### src/rtl/qenc_pkg.sv
package qenc_pkg;

  typedef enum logic [1:0] {
    QM_X4     = 2'b00,
    QM_X2     = 2'b01,
    QM_X1     = 2'b10,
    QM_CNTDIR = 2'b11
  } qmode_e;

  localparam int NLINES = 3;
  localparam int LN_A   = 0;
  localparam int LN_B   = 1;
  localparam int LN_I   = 2;

  // Position of an (A,B) pair in the forward Gray cycle 00,10,11,01
  function automatic logic [1:0] gray_pos(input logic [1:0] ab);
    case (ab)
      2'b00:   gray_pos = 2'd0;
      2'b10:   gray_pos = 2'd1;
      2'b11:   gray_pos = 2'd2;
      default: gray_pos = 2'd3;
    endcase
  endfunction

  function automatic logic step_is_up(input logic [1:0] from_ab, input logic [1:0] to_ab);
    step_is_up = (gray_pos(to_ab) == gray_pos(from_ab) + 2'd1);
  endfunction

  // Whether a valid single-line step produces a count in the given mode
  function automatic logic step_counts(input qmode_e m, input logic [1:0] from_ab,
                                       input logic [1:0] to_ab);
    case (m)
      QM_X4:   step_counts = 1'b1;
      QM_X2:   step_counts = from_ab[1] ^ to_ab[1];
      QM_X1:   step_counts = (from_ab[1] ^ to_ab[1]) & ~from_ab[0] & ~to_ab[0];
      default: step_counts = 1'b0;
    endcase
  endfunction

endpackage

### src/rtl/qenc_sync.sv
module qenc_sync #(
  parameter int             W       = 3,
  parameter int             STAGES  = 2,
  parameter logic [W-1:0]   RST_VAL = '0
) (
  input  logic         clk,
  input  logic         rst_n,
  input  logic [W-1:0] din,
  output logic [W-1:0] dout
);
  logic [W-1:0] stg [STAGES];

  always_ff @(posedge clk) begin
    if (!rst_n) begin
      for (int i = 0; i < STAGES; i++) stg[i] <= RST_VAL;
    end else begin
      stg[0] <= din;
      for (int i = 1; i < STAGES; i++) stg[i] <= stg[i-1];
    end
  end

  assign dout = stg[STAGES-1];
endmodule

### src/rtl/qenc_tick_gen.sv
module qenc_tick_gen #(
  parameter int PRESC_W = 8
) (
  input  logic               clk,
  input  logic               rst_n,
  input  logic [PRESC_W-1:0] prescale,
  output logic               tick
);
  logic [PRESC_W-1:0] cnt;
  logic [PRESC_W-1:0] last_cnt;
  logic               wrap;

  assign last_cnt = (prescale == '0) ? '0 : prescale - 1'b1;
  assign wrap     = (cnt >= last_cnt);

  always_ff @(posedge clk) begin
    if (!rst_n) begin
      cnt  <= '0;
      tick <= 1'b0;
    end else if (wrap) begin
      cnt  <= '0;
      tick <= 1'b1;
    end else begin
      cnt  <= cnt + 1'b1;
      tick <= 1'b0;
    end
  end

  AST_TICK_SPACED: assert property (@(posedge clk) disable iff (!rst_n)
    (tick && prescale > 1) |=> !tick);
endmodule

### src/rtl/qenc_glitch_filter.sv
module qenc_glitch_filter #(
  parameter int   LEN     = 3,
  parameter logic RST_VAL = 1'b0
) (
  input  logic clk,
  input  logic rst_n,
  input  logic tick,
  input  logic din,
  output logic dout
);
  logic [LEN-1:0] hist;
  logic [LEN-1:0] hist_nxt;

  assign hist_nxt = {hist[LEN-2:0], din};

  always_ff @(posedge clk) begin
    if (!rst_n) begin
      hist <= {LEN{RST_VAL}};
      dout <= RST_VAL;
    end else if (tick) begin
      hist <= hist_nxt;
      if (&hist_nxt)       dout <= 1'b1;
      else if (~|hist_nxt) dout <= 1'b0;
    end
  end

  AST_FILT_ON_TICK: assert property (@(posedge clk) disable iff (!rst_n)
    (dout != $past(dout)) |-> $past(tick));
  AST_FILT_FOLLOWS: assert property (@(posedge clk) disable iff (!rst_n)
    (dout != $past(dout)) |-> ($past(din) == dout));
endmodule

### src/rtl/qenc_step_decode.sv
module qenc_step_decode
  import qenc_pkg::*;
(
  input  logic   clk,
  input  logic   rst_n,
  input  qmode_e mode,
  input  logic   idx_en,
  input  logic   idx_pol,
  input  logic   line_a,
  input  logic   line_b,
  input  logic   line_i,
  output logic   cnt_stb,
  output logic   cnt_up,
  output logic   idx_evt,
  output logic   noise_err
);
  logic       prev_a, prev_b, prev_i;
  logic [1:0] ab_old, ab_new;
  logic       quad, chg_a, chg_b;
  logic       ev_step, ev_jump, ev_count, ev_up;
  logic       eff_i, ev_idx;

  assign quad   = (mode != QM_CNTDIR);
  assign ab_old = {prev_a, prev_b};
  assign ab_new = {line_a, line_b};
  assign chg_a  = line_a ^ prev_a;
  assign chg_b  = line_b ^ prev_b;
  assign eff_i  = idx_en ? line_i : 1'b1;

  always_comb begin
    ev_step = chg_a ^ chg_b;
    ev_jump = quad & chg_a & chg_b;
    if (quad) begin
      ev_count = ev_step & step_counts(mode, ab_old, ab_new);
      ev_up    = step_is_up(ab_old, ab_new);
      ev_idx   = idx_pol ? (eff_i & ~prev_i) : (~eff_i & prev_i);
    end else begin
      ev_count = line_a & ~prev_a;
      ev_up    = line_b;
      ev_idx   = ~line_i;
    end
  end

  always_ff @(posedge clk) begin
    if (!rst_n) begin
      prev_a    <= 1'b0;
      prev_b    <= 1'b0;
      prev_i    <= 1'b1;
      cnt_stb   <= 1'b0;
      cnt_up    <= 1'b0;
      idx_evt   <= 1'b0;
      noise_err <= 1'b0;
    end else begin
      prev_a    <= line_a;
      prev_b    <= line_b;
      prev_i    <= eff_i;
      cnt_stb   <= ev_count;
      if (ev_count) cnt_up <= ev_up;
      idx_evt   <= idx_en & ev_idx;
      noise_err <= ev_jump;
    end
  end

  AST_NO_STB_WITH_ERR: assert property (@(posedge clk) disable iff (!rst_n)
    !(cnt_stb && noise_err));
  AST_ERR_QUAD_ONLY: assert property (@(posedge clk) disable iff (!rst_n)
    noise_err |-> ($past(mode) != QM_CNTDIR));
  AST_IDX_GATED: assert property (@(posedge clk) disable iff (!rst_n)
    idx_evt |-> $past(idx_en));
  AST_CD_DIR: assert property (@(posedge clk) disable iff (!rst_n)
    (cnt_stb && $past(mode) == QM_CNTDIR) |-> (cnt_up == $past(line_b)));
  AST_DIR_WITH_STB: assert property (@(posedge clk) disable iff (!rst_n)
    (cnt_up != $past(cnt_up)) |-> cnt_stb);
endmodule

### src/rtl/qenc_front.sv
module qenc_front
  import qenc_pkg::*;
#(
  parameter int PRESC_W  = 8,
  parameter int FILT_LEN = 3,
  parameter int SYNC_LEN = 2
) (
  input  logic               clk,
  input  logic               rst_n,
  input  logic               enc_a,
  input  logic               enc_b,
  input  logic               enc_idx,
  input  logic [1:0]         mode_sel,
  input  logic [PRESC_W-1:0] prescale,
  input  logic               idx_en,
  input  logic               idx_pol,
  output logic               cnt_stb,
  output logic               cnt_up,
  output logic               idx_evt,
  output logic               noise_err
);
  localparam logic [NLINES-1:0] IDLE_LVL = NLINES'(1) << LN_I;

  qmode_e            mode;
  logic              tick;
  logic [NLINES-1:0] raw_lines, sync_lines, filt_lines, sel_lines;

  assign mode      = qmode_e'(mode_sel);
  assign raw_lines = {enc_idx, enc_b, enc_a};

  qenc_sync #(.W(NLINES), .STAGES(SYNC_LEN), .RST_VAL(IDLE_LVL)) sync_i (
    .clk(clk), .rst_n(rst_n), .din(raw_lines), .dout(sync_lines));

  qenc_tick_gen #(.PRESC_W(PRESC_W)) tick_i (
    .clk(clk), .rst_n(rst_n), .prescale(prescale), .tick(tick));

  for (genvar g = 0; g < NLINES; g++) begin : g_line
    qenc_glitch_filter #(.LEN(FILT_LEN), .RST_VAL(IDLE_LVL[g])) filt_i (
      .clk(clk), .rst_n(rst_n), .tick(tick), .din(sync_lines[g]), .dout(filt_lines[g]));
    assign sel_lines[g] = (mode == QM_CNTDIR) ? sync_lines[g] : filt_lines[g];
  end

  qenc_step_decode dec_i (
    .clk(clk), .rst_n(rst_n), .mode(mode), .idx_en(idx_en), .idx_pol(idx_pol),
    .line_a(sel_lines[LN_A]), .line_b(sel_lines[LN_B]), .line_i(sel_lines[LN_I]),
    .cnt_stb(cnt_stb), .cnt_up(cnt_up), .idx_evt(idx_evt), .noise_err(noise_err));

  AST_RESET_QUIET: assert property (@(posedge clk) disable iff (!rst_n)
    $rose(rst_n) |-> !(cnt_stb || idx_evt || noise_err));
endmodule

### config.mk
export PLATFORM = sky130hd
export DESIGN_NAME = qenc_front
export DESIGN_NICKNAME = d
export VERILOG_FILES = /design/src/rtl/qenc_pkg.sv /design/src/rtl/qenc_sync.sv /design/src/rtl/qenc_tick_gen.sv /design/src/rtl/qenc_glitch_filter.sv /design/src/rtl/qenc_step_decode.sv /design/src/rtl/qenc_front.sv
export SDC_FILE = /design/constraint.sdc
export NUM_CORES = 1
export LEC_CHECK = 0
export BUFFER_PORTS_ARGS = -buffer_cell sky130_fd_sc_hd__buf_2
export CAP_MARGIN = 20
export CORE_MARGIN = 3
export CORE_UTILIZATION = 56
export DETAILED_ROUTE_END_ITERATION = 8
export PLACE_DENSITY_LB_ADDON = 0.3
export SYNTH_ARGS = -nofsm -noshare
export SYNTH_HDL_FRONTEND = slang
export SYNTH_SLANG_ARGS = --single-unit
### constraint.sdc
create_clock -name clk -period 2.96 [get_ports clk]
set_input_delay 0.592 -clock clk [delete_from_list [all_inputs] [get_ports clk]]
set_output_delay 0.592 -clock clk [all_outputs]
set_load 0.005 [all_outputs]
### Yosys cells after proc, flatten, opt, wreduce, memory -nomap -nowiden

Memories as Yosys holds them, arrays and structs flattened.
Cells that the tools add are included.

* latch bits: 0
* output and inout port bits: 4
* flip-flop bits (word level): 25
* memory bits (read-only): 0
* memories kept: 1
* RAM bits: 6
* input bits: 17

Memory list
* sync_i.stg: depth 2, width 3, rd ports 2, clocked after Yosys merged registers in 0, write ports 2, RTL line qenc_sync.sv:11 `logic [W-1:0] stg [STAGES];`

* shift operators: 0
* eq/ne operators: 12
* divide/modulo/power cells: 0
* muxes and demuxes: 26
* add/sub/neg operators: 3
* bitwise gates (word level): 21
* magnitude comparators: 1
* multiply operators: 0
* reductions and logical operators: 14

Operators by type and width (number)
* $mux W1: 18
* $eq A2 B2 Y1 const B: 6
* $pmux W2 S3: 2
* $and A1 B1 Y1: 9
* $reduce_and A3 Y1: 3
* $reduce_or A3 Y1: 3
* $add A8 B1 Y8 const B: 1
* $ge A8 B8 Y1: 1
* $logic_not A8 Y1: 1
* $mux W8: 1
* $sub A8 B1 Y8 const B: 1
* $not A1 Y1: 7
* $logic_not A2 Y1: 3
* $mux W3: 2
* $ne A2 B1 Y1 const B: 3
* $reduce_and A2 Y1: 3
* $mux W2: 2
* $pmux W1 S3: 1
* $xor A1 B1 Y1: 3
* $add A2 B1 Y2 const B: 1
* $eq A2 B1 Y1 const B: 1
* $eq A2 B2 Y1: 1
* $ne A2 B2 Y1 const B: 1
* $or A1 B1 Y1: 2
* $reduce_or A2 Y1: 1

### Longest topological paths before layout

* depth in word-level cells: 9
* mapped depth: 11
* mapped depth without buffers: 11

### Cells and area by module

From an unflattened synthesis, not the netlist that was laid out.

* cells, all modules: 168
* area total of the unflattened synthesis: 1681.6 µm²

Modules (own cells, without submodules)
* qenc_tick_gen: instances 1, seq. area each 180.2 µm², area an instance 701.9 µm², cells an instance 79
* qenc_step_decode: instances 1, seq. area each 140.1 µm², area an instance 384.1 µm², cells an instance 38
* qenc_glitch_filter at g_line[0].filt_i ...: instances 2, seq. area each 60.1 µm², area an instance 123.9 µm², cells an instance 11
* qenc_sync: instances 1, seq. area each 120.1 µm², area an instance 180.2 µm², cells an instance 15
* qenc_glitch_filter at g_line[2].filt_i: instances 1, seq. area each 60.1 µm², area an instance 116.4 µm², cells an instance 10
* qenc_front: instances 1, seq. area each 0.0 µm², area an instance 51.3 µm², cells an instance 4

### Worst setup path after synthesis

Ideal clock, no wire load.

* path type: input to register
* from: in prescale[0]
* to: reg tick_i.cnt[2]
* stages: 11
* required time: 2.896 ns
* setup slack: 0.663 ns
* library setup time: 0.064 ns
* buffers on the path: 0
* arrival time: 2.232 ns
* cells stage by stage: inv_1 ha_1 nand2_1 or3_1 nor3b_1 a21oi_1 ha_1 a21oi_1 nand2_1 a31o_2 nor2_1

* cells in the longest elaborated chain, start to end: 4
* elaborated cells on any way between the ends: 5
* classes of those cells: 1 x add/sub; 1 x order compare; 1 x mux; 2 x reduce/logical

Ends and longest elaborated chain
* from (decl): RTL line qenc_front.sv:14 `input logic [PRESC_W-1:0] prescale,`
* $sub A8 B1 Y8 or $logic_not A8 Y1 (tied branches): RTL line qenc_tick_gen.sv:13 `assign last_cnt = (prescale == '0) ? '0 : prescale - 1'b1;`
* $mux W8 (*): RTL line qenc_tick_gen.sv:13
* $ge A8 B8 Y1 (*): RTL line qenc_tick_gen.sv:14 `assign wrap = (cnt >= last_cnt);`
* $reduce_or A2 Y1 (no line) (*)
* to (signal assigned): RTL line qenc_tick_gen.sv:24 `cnt <= cnt + 1'b1;`
* to (decl): RTL line qenc_tick_gen.sv:9 `logic [PRESC_W-1:0] cnt;`

Every way passes the cells marked *; elsewhere a longest branch is shown, timed or not.
A chain may end at the register's enable or synchronous reset.

### Final worst setup path

* from: in prescale[2]
* to: reg tick_i.cnt[5]

Same word-level chain as after synthesis.

==> impl_metrics.toml <==
[timing]
fin_crit_sh_pct = 82.0
fmax_ghz = 0.412
setup_slack_ns = 0.532
skew_ns = 0.0129
hold_viol = 0
report.final.slew_viol_count = 0
fin_setup_tns_ns = 0
relSlewSlack_pct = 70.6
tightest_slew_ns = 0.440
fin_crit_ns = 2.43
finalSetupViolCount = 0
whs_ns = 0.424
rsz0062_at_grt = "false"

[clocking]
post_cts_buffers = 0
numCtsBuffers = 5
cts_tree = "yes"
clk_pin_slew_ns = 0.09
htreeDepth = 2
cts.sinks = 31
clock_latency_ns = 0.34
clock_path_buffers = 2
cts-root-buf = "clkbuf_4"
ctsHoldBuffers = 0
cts_resized = 0

[yosys]
ys_ff_latch = 31
synth_edf_count = 0
synth_flop_cell = "dfxtp_1"
syn_area_sq_um = 1550
synth_area_leaders = "dfxtp_1 40%, ha_1 10%, mux2i_1 5.2%"
syn_nets = 202
syn_inst = 172
synthArstFlopShare_pct = 0
yosys.area.top_type = "dfxtp_1"
synth_cell_types = 34
ys.warnings.count = 0
synth_top_area_share_pct = 40.0
avgSynthCellArea_sq_um = 9.02
ys_seq_area_share_pct = 40.0

[setup_path]
reg2reg_to = "tick_i.cnt[5]"
crit_path_start = "prescale[2]"
cp.arrival_ns = 2.66
crit_fanout = 8
crit_required_ns = 3.19
crit_path_end = "tick_i.cnt[5]"
r2r_start = "tick_i.cnt[0]"
critical_path_class = "input pin to flip-flop"
crit_slowest_cell = "ha_1"
rrSetupSlack_ns = 1.22
cp_slowest_stage_delay_ns = 0.30
reg2reg_depth = 7
worstSetupStartpointType = "input pin"
end_kind = "flip-flop"
cp_common_cell = "nor2_1"
cp_cell_sequence = "buf_2 > nor2_1 > nand3_1 > nor2_1 > xor2_1 > nand2_1 > ha_1 > o2111ai_1 > o21ai_0 > a31o_2 > nor2_1"

[finish]
area_growth_pct = 13.6
n_fill_cell = 213
layout.nets = 226
multi_input_area_sq_um = 888
final_area_sq_um = 1760
drive_gt1_share_pct = 16.8
regArea_sq_um = 621
diodes = 0
fin_util_pct = 69.3
final_cell_count_no_fill = 227

[placed_design]
hpwl_mm = 2.14
post_dp_cell_area_sq_um = 1680
gp_congestion = 0.794
detailedPlace.worstSlack_ns = 0.238
io_buffers = 20
place_inst = 219

[worst_hold_path]
hp-class = "flip-flop to flip-flop"

[global_routing]
grt_pass1_wl_mm = 4.94
grt_pass1_vias = 1200
grt_max_degree = 24
grt_usage_pct = 18.9
antenna_found_initial = 0
grt_overflow = 0

[route]
ant_nets = 0
first_iter_violations = 68
viasPerCell = 5.56
drt_pass1_iterations = 4
wl_per_cell_um = 12.7
wirelength_mm = 2.88
drc = 0
vias = 1262

[die]
die_h_um = 58.6
row_count = 18
num_io_pins = 21
core_area_sq_um = 2540
initial_core_util_pct = 61.0
dieArea_sq_um = 3440
die_w_um = 58.6

[power_and_ir_drop]
power_density_nw_per_um2 = 487
total_power_uw = 859
cellLeakagePower_nw = 0.771
vdd_drop_max_mv = 0.448

[outcome]
outcome = "finished, final reports clean"

[run]
maxCapViolations = 0
[area by class of cell]
class	count	share of cell area, %
clock inverters	2	1.99
repair buffers	20	5.68
multi-input cells	130	50.4
clock buffers	6	2.91
inverters	8	1.70
well taps	30	2.13
flip-flops and latches	31	35.2
[placed cells by master, fill, tap and decap left out, types with 2 or more instances in the layout]
| cell | count |
|---|---|
| a21boi_0 | 4 |
| a21o_1 | 3 |
| a21oi_1 | 6 |
| a31oi_1 | 3 |
| and2_1 | 6 |
| and3_1 | 2 |
| buf_2 | 20 |
| clkbuf_4 | 5 |
| dfxtp_1 | 31 |
| ha_1 | 13 |
| inv_1 | 8 |
| mux2i_1 | 8 |
| nand2_1 | 18 |
| nand2b_1 | 6 |
| nand3_1 | 8 |
| nor2_1 | 12 |
| nor2b_1 | 5 |
| nor4_1 | 3 |
| o21ai_0 | 6 |
| o31ai_1 | 3 |
| or3_1 | 2 |
| xnor2_1 | 4 |
| xor2_1 | 7 |
[metal layers]
| layer | track usage (%) | up-vias | wire [um] | share of wire (%) |
|---|---|---|---|---|
| met5 | 0 | - | 0 | 0 |
| met4 | 8.09 | 0 | 65 | 2.3 |
| met3 | 5.92 | 13 | 175 | 6.1 |
| met2 | 30.8 | 35 | 1320 | 46 |
| met1 | 23.1 | 572 | 1320 | 46 |
| li1 | - | 642 | - | - |
[worst max-delay path: cells and delay by family]
kind	cells	cell delay, ns
adder cells (fa/ha/maj)	1	0.30
AO/OA/AOI/OAI	3	0.70
AND/OR/NAND/NOR	5	0.73
buffers and inverters	1	0.12
XOR/XNOR	1	0.22
[cell usage after synthesis, types with 2 or more instances]
library cell	instances
nand2b_1	6
nand2_1	18
o21ai_0	6
nor2b_1	5
xnor2_1	4
nor4_1	3
xor2_1	7
a31oi_1	3
o31ai_1	3
inv_1	8
or3_1	2
ha_1	13
mux2i_1	8
nand3_1	8
a21o_1	3
nor2_1	12
a21boi_0	4
and3_1	2
a21oi_1	6
clkbuf_1	2
and2_1	6
dfxtp_1	31
[worst min-delay path by stage]
stage,startpoint,to,slack [ns],depth (start not counted)
detailed placement,sync_i.stg[0][2],sync_i.stg[0][5],0.40,1
global route,enc_idx,sync_i.stg[0][2],0.43,2
global placement,sync_i.stg[0][2],sync_i.stg[0][5],0.39,1
finish,sync_i.stg[0][2],sync_i.stg[0][5],0.42,1
CTS,enc_idx,sync_i.stg[0][2],0.42,2
floorplan,sync_i.stg[0][2],sync_i.stg[0][5],0.39,1
[power by group]
group	total [mW]	internal, mW	switching [mW]
combinational	0.0749	0.0345	0.0404
sequential	0.434	0.426	0.00815
clock	0.350	0.199	0.150
[sequential cells by signal (all words and copies together), names as in the netlist]
| name | flops |
|---|---|
| dec_i.noise_err | 1 |
| dec_i.cnt_stb | 1 |
| dec_i.idx_evt | 1 |
| g_line.filt_i.dout | 3 |
| g_line.filt_i.hist | 6 |
| dec_i.cnt_up | 1 |
| tick_i.cnt | 8 |
| sync_i.stg | 6 |
| dec_i.prev_b | 1 |
| dec_i.prev_i | 1 |
| dec_i.prev_a | 1 |
| tick_i.tick | 1 |
[logic make-up (layout without fill, tap and decap cells)]
group	Yosys count	count (layout)	synth area share [%]
AND/OR/NAND/NOR	69	69	22.9
XOR/XNOR	11	11	6.21
buffers and inverters	11	36	2.74
adder cells (fa/ha/maj)	13	13	10.5
flip-flops	31	31	40.0
AO/OA/AOI/OAI	29	29	12.5
multiplexers	8	8	5.16
(Power assumes the default switching activity.)
